[config.mk]
export PLATFORM = sky130hd
export DESIGN_NAME = edac_feedthru
export DESIGN_NICKNAME = d
export VERILOG_FILES = /design/src/rtl/edac_pkg.sv /design/src/rtl/edac_chkgen.sv /design/src/rtl/edac_syndrome.sv /design/src/rtl/edac_corrector.sv /design/src/rtl/edac_flags.sv /design/src/rtl/edac_busctl.sv /design/src/rtl/edac_feedthru.sv
export SDC_FILE = /design/constraint.sdc
export NUM_CORES = 1
export LEC_CHECK = 0
export ABC_AREA = 1
export BUFFER_PORTS_ARGS = -buffer_cell sky130_fd_sc_hd__buf_2
export CORE_UTILIZATION = 35
export DETAILED_ROUTE_END_ITERATION = 6
export PLACE_DENSITY = 0.64
export SLEW_MARGIN = 20
export SYNTH_ARGS = -nofsm -noshare
export SYNTH_HDL_FRONTEND = slang
export SYNTH_HIERARCHICAL = 1
export SYNTH_SLANG_ARGS = --single-unit
[constraint.sdc]
create_clock -name vclk -period 5.51
set_clock_uncertainty 0.2 [all_clocks]
set_input_delay 0.8265 -clock vclk [all_inputs]
set_output_delay 0.8265 -clock vclk [all_outputs]
set_load 0.02 [all_outputs]
[src/rtl/edac_pkg.sv]
package edac_pkg;

   // Width of the code this package describes.
   localparam int CODE_CHK_W    = 6;
   localparam int CODE_MAX_DATA = 16;

   // Groups that use odd parity (bits 2 and 3).
   localparam logic [5:0] ODD_GROUPS_DEF = 6'b001100;

   function automatic int unsigned ones6(input logic [5:0] v);
      int unsigned n;
      n = 0;
      for (int k = 0; k < 6; k++) n = n + {31'd0, v[k]};
      return n;
   endfunction

   // Two complement pairs of weight-3 codes are left unused. This leaves
   // sixteen columns in which every group covers exactly eight data bits.
   function automatic logic is_spare(input logic [5:0] m);
      return (m == 6'd7) || (m == 6'd56) || (m == 6'd25) || (m == 6'd38);
   endfunction

   // Column code of data bit idx.
   function automatic logic [5:0] code_col(input int unsigned idx);
      logic [5:0]  m;
      int unsigned seen;
      code_col = '0;
      seen     = 0;
      for (int unsigned v = 0; v < 64; v++) begin
         m = v[5:0];
         if (ones6(m) == 3 && !is_spare(m)) begin
            if (seen == idx) code_col = m;
            seen++;
         end
      end
   endfunction

   // Data bits covered by group j.
   function automatic logic [15:0] group_mask(input int unsigned j);
      logic [5:0] c;
      group_mask = '0;
      for (int unsigned i = 0; i < 16; i++) begin
         c = code_col(i);
         group_mask[i] = c[j[2:0]];
      end
   endfunction

endpackage

[src/rtl/edac_chkgen.sv]
module edac_chkgen #(
   parameter int         DATA_W   = 16,
   parameter int         CHK_W    = 6,
   parameter logic [5:0] ODD_MASK = edac_pkg::ODD_GROUPS_DEF
) (
   input  logic [DATA_W-1:0] data_i,
   output logic [CHK_W-1:0]  chk_o
);
   for (genvar j = 0; j < CHK_W; j++) begin : g_grp
      localparam logic [DATA_W-1:0] GM = DATA_W'(edac_pkg::group_mask(j));
      assign chk_o[j] = (^(data_i & GM)) ^ ODD_MASK[j];
   end
endmodule

[src/rtl/edac_syndrome.sv]
module edac_syndrome #(
   parameter int         DATA_W     = 16,
   parameter int         CHK_W      = 6,
   parameter logic [5:0] ODD_MASK   = edac_pkg::ODD_GROUPS_DEF,
   parameter bit         SHARED_GEN = 1'b1
) (
   input  logic [DATA_W-1:0] data_i,
   input  logic [CHK_W-1:0]  chk_i,
   output logic [CHK_W-1:0]  syn_o
);
   if (SHARED_GEN) begin : g_shared
      // Regenerate the check bits and compare them with the stored ones.
      logic [CHK_W-1:0] regen;
      edac_chkgen #(.DATA_W(DATA_W), .CHK_W(CHK_W), .ODD_MASK(ODD_MASK)) u_regen (
         .data_i (data_i),
         .chk_o  (regen)
      );
      assign syn_o = regen ^ chk_i;
   end else begin : g_flat
      // One flat parity tree per group, check bit included.
      for (genvar j = 0; j < CHK_W; j++) begin : g_tree
         localparam logic [DATA_W-1:0] GM = DATA_W'(edac_pkg::group_mask(j));
         assign syn_o[j] = (^{data_i & GM, chk_i[j]}) ^ ODD_MASK[j];
      end
   end
endmodule

[src/rtl/edac_corrector.sv]
module edac_corrector #(
   parameter int DATA_W = 16,
   parameter int CHK_W  = 6
) (
   input  logic [DATA_W-1:0] data_i,
   input  logic [CHK_W-1:0]  syn_i,
   input  logic              fix_en_i,
   output logic [DATA_W-1:0] data_o,
   output logic              col_hit_o
);
   logic [DATA_W-1:0] hit;

   for (genvar i = 0; i < DATA_W; i++) begin : g_col
      localparam logic [CHK_W-1:0] COL = CHK_W'(edac_pkg::code_col(i));
      assign hit[i] = (syn_i == COL);
   end

   assign data_o    = data_i ^ (hit & {DATA_W{fix_en_i}});
   assign col_hit_o = |hit;
endmodule

[src/rtl/edac_flags.sv]
module edac_flags #(
   parameter int CHK_W = 6
) (
   input  logic [CHK_W-1:0] syn_i,
   input  logic             col_hit_i,
   input  logic             flag_on_i,
   input  logic             ext_fault_n_i,
   output logic             fix_err_n_o,
   output logic             hard_err_n_o
);
   localparam int WT_W = $clog2(CHK_W + 1);

   logic [WT_W-1:0] wt;
   logic            w_one, w_three, is_fix, is_hard;

   always_comb begin
      wt = '0;
      for (int k = 0; k < CHK_W; k++) wt = wt + WT_W'(syn_i[k]);
   end

   assign w_one   = (wt == WT_W'(1));
   assign w_three = (wt == WT_W'(3));
   assign is_fix  = w_one | w_three;
   assign is_hard = (wt != '0) & ~w_one & ~(w_three & col_hit_i);

   assign fix_err_n_o  = ~(flag_on_i & is_fix);
   assign hard_err_n_o = ~((flag_on_i & is_hard) | ~ext_fault_n_i);
endmodule

[src/rtl/edac_busctl.sv]
module edac_busctl (
   input  logic sel_a_n_i,
   input  logic sel_b_n_i,
   input  logic sel_c_i,
   input  logic rd_not_wr_i,
   output logic selected_o,
   output logic proc_oe_o,
   output logic mem_oe_o
);
   assign selected_o = ~sel_a_n_i & ~sel_b_n_i & sel_c_i;
   assign proc_oe_o  = selected_o & rd_not_wr_i;
   assign mem_oe_o   = selected_o & ~rd_not_wr_i;
endmodule

[src/rtl/edac_feedthru.sv]
module edac_feedthru #(
   parameter int         DATA_W     = 16,
   parameter int         CHK_W      = 6,
   parameter logic [5:0] ODD_MASK   = edac_pkg::ODD_GROUPS_DEF,
   parameter bit         SHARED_GEN = 1'b1,
   localparam int        BUS_W      = DATA_W + 1
) (
   input  logic [BUS_W-1:0] proc_data_i,
   input  logic [BUS_W-1:0] mem_data_i,
   input  logic [CHK_W-1:0] mem_chk_i,
   input  logic             rd_not_wr_i,
   input  logic             sel_a_n_i,
   input  logic             sel_b_n_i,
   input  logic             sel_c_i,
   input  logic             fix_en_i,
   input  logic             flag_en_i,
   input  logic             ext_fault_n_i,
   output logic [BUS_W-1:0] proc_data_o,
   output logic             proc_oe_o,
   output logic [BUS_W-1:0] mem_data_o,
   output logic [CHK_W-1:0] mem_chk_o,
   output logic             mem_oe_o,
   output logic             fix_err_n_o,
   output logic             hard_err_n_o
);
   // Parameter checks at elaboration.
   if (CHK_W != edac_pkg::CODE_CHK_W) begin : g_bad_chk
      $error("edac_feedthru: CHK_W must match the packaged code width");
   end
   if (DATA_W < 2 || DATA_W > edac_pkg::CODE_MAX_DATA) begin : g_bad_data
      $error("edac_feedthru: DATA_W out of range for the packaged code");
   end

   logic [CHK_W-1:0]  syn;
   logic [DATA_W-1:0] fixed;
   logic              col_hit, selected;

   // Write path: data and parity go straight through; check bits are generated.
   assign mem_data_o = proc_data_i;

   edac_chkgen #(.DATA_W(DATA_W), .CHK_W(CHK_W), .ODD_MASK(ODD_MASK)) u_gen (
      .data_i (proc_data_i[DATA_W-1:0]),
      .chk_o  (mem_chk_o)
   );

   // Read path: syndrome, then repair.
   edac_syndrome #(.DATA_W(DATA_W), .CHK_W(CHK_W), .ODD_MASK(ODD_MASK),
                   .SHARED_GEN(SHARED_GEN)) u_syn (
      .data_i (mem_data_i[DATA_W-1:0]),
      .chk_i  (mem_chk_i),
      .syn_o  (syn)
   );

   edac_corrector #(.DATA_W(DATA_W), .CHK_W(CHK_W)) u_fix (
      .data_i    (mem_data_i[DATA_W-1:0]),
      .syn_i     (syn),
      .fix_en_i  (fix_en_i),
      .data_o    (fixed),
      .col_hit_o (col_hit)
   );

   assign proc_data_o = {mem_data_i[DATA_W], fixed};

   edac_busctl u_bus (
      .sel_a_n_i   (sel_a_n_i),
      .sel_b_n_i   (sel_b_n_i),
      .sel_c_i     (sel_c_i),
      .rd_not_wr_i (rd_not_wr_i),
      .selected_o  (selected),
      .proc_oe_o   (proc_oe_o),
      .mem_oe_o    (mem_oe_o)
   );

   // Flags are gated by flag enable and select only, never by direction.
   edac_flags #(.CHK_W(CHK_W)) u_flg (
      .syn_i         (syn),
      .col_hit_i     (col_hit),
      .flag_on_i     (flag_en_i & selected),
      .ext_fault_n_i (ext_fault_n_i),
      .fix_err_n_o   (fix_err_n_o),
      .hard_err_n_o  (hard_err_n_o)
   );
endmodule

# Word-level counts from Yosys, hierarchy flattened

Index checks and enable logic that the tools add are counted.

Flip-flop bits (word level): 0
Bits of input ports: 47
Output and inout port bits: 44
Word-level logic and storage cells: 64

Add/subtract/negate cells: 5
Eq/ne operators: 18
Bitwise logic cells: 27
Reductions and logical operators: 14

Operators by type and width:

| operator           | number |
|---|---|
| $reduce_xor 16->1  | 12 |
| $eq 6x6->1 const B | 8 |
| $eq 6x5->1 const B | 5 |
| $eq 6x4->1 const B | 3 |
| $and 16x16->16     | 1 |
| $reduce_or 16->1   | 1 |
| $xor 16x16->16     | 1 |
| $add 3x1->3        | 4 |
| $not 1->1          | 12 |
| $and 1x1->1        | 10 |
| $xor 6x6->6        | 1 |
| $eq 3x1->1 const B | 1 |
| $eq 3x2->1 const B | 1 |
| $reduce_bool 3->1  | 1 |
| $add 1x1->2        | 1 |
| $or 1x1->1         | 2 |

# Depth between registers and ports, before layout

Depth in word-level cells: 15
Depth in mapped cells: 22
Gate-level depth less buffers: 22

# Cells and area by module

Netlist, hierarchy kept.

By module, submodules not included:

| module                               | instances | cells an instance | area each (sq um) | sequential area each (sq um) |
|---|---|---|---|---|
| edac_chkgen (u_gen)                  | 1         | 136               | 644.4             | 0.0 |
| edac_chkgen (u_syn.g_shared.u_regen) | 1         | 114               | 538.0             | 0.0 |
| edac_corrector                       | 1         | 92                | 496.7             | 0.0 |
| edac_feedthru                        | 1         | 20                | 142.6             | 0.0 |
| edac_flags                           | 1         | 20                | 141.4             | 0.0 |
| edac_syndrome                        | 1         | 30                | 112.6             | 0.0 |
| edac_busctl                          | 1         | 6                 | 22.5              | 0.0 |

# Worst setup path after synthesis

Ideal clock, no wire load.

Path type: input -> output
Start point: in mem_data_i[13]
End point: out hard_err_n_o
Arrival time: 3853 ps
Required time: 4484 ps
Setup slack: 630 ps
Stages on the path: 19
Path buffers: 1
Path through: buf_4 -> xnor2_1 -> nand2_1 -> nand2_1 -> inv_1 -> nand2_1 -> nand2_1 -> inv_1 -> nand2_1 -> nand2_1 -> inv_1 -> fa_1 -> fa_1 -> inv_1 -> ha_1 -> fa_1 -> nor2_1 -> nor2_1 -> a21oi_1

Word-level cells in the longest chain between the ends: 14
Elaborated cells between the ends (all ways): 37
Those cells by class: add/sub: 5; eq/ne: 18; bitwise: 9; reduce/logical: 5

Ends and longest elaborated chain:

| what                                            | RTL line                           | text |
|---|---|---|
| from (decl)                                     | edac_feedthru.sv:9                 | `input logic [BUS_W-1:0] mem_data_i,` |
| $reduce_xor 16->1 (*)                           | edac_chkgen.sv:11                  | `assign chk_o[j] = (^(data_i & GM)) ^ ODD_MASK[j];` |
| named net u_syn.g_shared.regen[0]               | edac_syndrome.sv:13                | `logic [CHK_W-1:0] regen;` |
| $xor 6x6->6 (*)                                 | edac_syndrome.sv:18                | `assign syn_o = regen ^ chk_i;` |
| named net syn[0]                                | edac_feedthru.sv:34                | `logic [CHK_W-1:0] syn;` |
| $add 1x1->2                                     | edac_flags.sv:18                   | `for (int k = 0; k < CHK_W; k++) wt = wt + WT_W'(syn_i[k]);` |
| $add 3x1->3 (4 in series)                       | edac_flags.sv:18                   |  |
| $eq 3x1->1 / $eq 3x2->1 (equally long branches) | edac_flags.sv:21, edac_flags.sv:22 |  |
| $not 1->1 / $and 1x1->1 (equally long branches) | edac_flags.sv:24                   | `assign is_hard = (wt != '0) & ~w_one & ~(w_three & col_hit_i);` |
| $and 1x1->1 / $not 1->1 (equally long branches) | edac_flags.sv:24                   |  |
| $and 1x1->1 (*)                                 | edac_flags.sv:24                   |  |
| $and 1x1->1 (*)                                 | edac_flags.sv:27                   | `assign hard_err_n_o = ~((flag_on_i & is_hard) \| ~ext_fault_n_i);` |
| $or 1x1->1 (*)                                  | edac_flags.sv:27                   |  |
| $not 1->1 (*)                                   | edac_flags.sv:27                   |  |
| to (decl)                                       | edac_feedthru.sv:24                | `output logic hard_err_n_o` |

Mark *: on every way through the listed nets, which the timed path passes. The rest lies on a longest branch.

# Worst setup path after layout

Start point: in mem_data_i[8]
End point: out hard_err_n_o

The elaborated chain is that of the path after synthesis.

==> impl_metrics.tcl <==
set metrics [dict create \
    arrival_ns 4.02 \
    crit_required_ns 4.48 \
    vias 2478 \
    tightest_slew_ns 0.4886 \
    antenna_left 0 \
    routed_wirelength_um 5240 \
    combPwrFrac 1.000 \
    slew_headroom 0.6739 \
    seq_cells 0 \
    n_fill_cell 642 \
    min_path_cells 0 \
    maxUsedRoutingLayer "met4" \
    yosysWarnings 6 \
    p_clk_frac 0 \
    core-area_sq_um 5642 \
    cp-start-kind "primary input" \
    first_pass_iters 5 \
    die_w_um 79.43 \
    hold_path.class "in2out" \
    rsz0062_at_grt "false" \
    slew_violations 0 \
    swShare 0.6469 \
    cts_hold_buffers 0 \
    first_global_vias 2061 \
    dr_wl_met3_um 255 \
    synthCells 418 \
    p_seq_frac 0 \
    cts_setup_buffers 0 \
    synthTopCellsByCount "168 x nand2_1, 71 x inv_1, 54 x nand3_1, 27 x xor2_1, 21 x buf_4" \
    seq_area_sq_um 0 \
    port_buffers 87 \
    n_antenna_cell 0 \
    multi_input_area_sq_um 1635 \
    antenna_found_initial 0 \
    met1_length_um 2488 \
    hold_violations 0 \
    start_util 0.3719 \
    die_area_sq_um 6308 \
    total_leakage_power_uw 0.001662 \
    ys_seq_area_frac 0 \
    cts_resized 0 \
    n_clock_buffer 0 \
    ys_types 23 \
    worst_hold_slack_ns 1.453 \
    drt_iter0_markers 126 \
    finalCritPeriodShare 0.9154 \
    synth_most_common_cell "nand2_1" \
    maxCapViolations 0 \
    dpl-instance-area_sq_um 2461 \
    io_pins 91 \
    yosysTopAreaCellShare 0.3005 \
    grt_usage 0.1656 \
    cp_max_fo 5 \
    wire_per_inst_um 9.441 \
    setup_tns_ns 0 \
    status "finished clean" \
    worstSetupPathType "in2out" \
    area_growth_pct 17.29 \
    fmax_ghz 0.1983 \
    final-setup-viol-count 0 \
    chipHeight_um 79.43 \
    syn-num-nets 469 \
    vias_per_cell 4.465 \
    ir_drop_v 0.00006983 \
    syn_area_sq_um 2098 \
    syn_area_per_cell_sq_um 5.020 \
    power_switching_uw 222.7 \
    dp_hpwl_um 4652 \
    rows 27 \
    p_int_uw 121.6 \
    dr_wl_met2_um 2480 \
    critPathCaptureType "output pin" \
    gr-total-overflow 0 \
    grt_max_degree 15 \
    drive_gt1_frac 0.2360 \
    cellPowerDensity_nw_per_um2 139.9 \
    final_area_sq_um 2461 \
    nets 536 \
    grt_pass1_wl_um 8680 \
    synthTopCellsByArea "nand2_1 30%, nand3_1 13%, inv_1 13%" \
    routabilityCongestion 0.8958 \
    synth_top_area_cell "nand2_1" \
    fin_crit_ns 5.044 \
    post-route-drc-count 0 \
]
==> layout by cell type, fill, tap and decap left out, drive strengths merged <==
cell	netlist	layout
a21o	1	1
a21oi	1	1
buf	22	87
fa	3	3
ha	1	1
inv	80	80
nand2	171	171
nand2b	1	1
nand3	56	56
nand3b	2	2
nand4	1	1
nor2	31	31
o21ai	1	1
or2	1	1
xnor2	18	18
xor2	28	28
==> power groups by stage <==
stage               clock (uW)  sequential [uW]  combinational [uW]
finish                       0                0                 344
global route                 0                0                 392
CTS                          0                0                 346
detailed placement           0                0                 345
global placement             0                0                 339
floorplan                    0                0                 262
==> logic make-up (layout without fill, tap and decap cells) <==
family                     count (synthesis)  after routing  synth area share
xor gates and xnor gates                  46             46            0.1956
adders and majority gates                  4              4           0.03459
AOI/OAI and AO/OA                          3              3          0.008345
buffers and inverters                    102            167            0.2206
and+or+nand+nor                          263            263            0.5408
==> path summary, 6_finish.rpt <==
| check | startpoint | to | slack [ns] |
|---|---|---|---|
| worst min-delay path | proc_data_i[16] | mem_data_o[16] | 1.45 |
| worst max-delay path | mem_data_i[8] | hard_err_n_o | 0.47 |
==> metrics by stage <==
stage,util,worst slack [ns],instances,power (uW)
floorplan,-,0.6304,418,261.8
global placement,0.4362,0.5274,555,338.5
detailed placement,0.4362,0.4430,555,344.5
CTS,0.4362,0.4458,555,345.7
global route,0.4362,0.1286,555,392.2
finish,0.4362,0.4662,555,344.3
==> area by class of cell <==
| class | instances | area share |
|---|---|---|
| inverter | 80 | 0.1220 |
| multi-input combinational | 316 | 0.6645 |
| tap | 72 | 0.03660 |
| timing repair buffer | 87 | 0.1769 |
==> per-layer routing <==
metal,vias up,GRT usage
met5,-,0
li1,1356,-
met2,60,0.2957
met3,2,0.008000
met4,0,0.007273
met1,1060,0.2278
==> critical path, cell delays in order <==
cell	delay, ns
buf_2	0.14
xnor2_1	0.21
nand2_1	0.08
nand2_1	0.09
inv_1	0.05
nand2_1	0.05
nand2_1	0.06
inv_1	0.05
nand2_1	0.04
nand2_1	0.18
inv_1	0.09
fa_1	0.50
fa_1	0.49
inv_1	0.04
ha_1	0.19
fa_1	0.47
nor2_1	0.12
nor2_1	0.05
a21oi_1	0.10
buf_2	0.17
(Power assumes the default switching activity.)
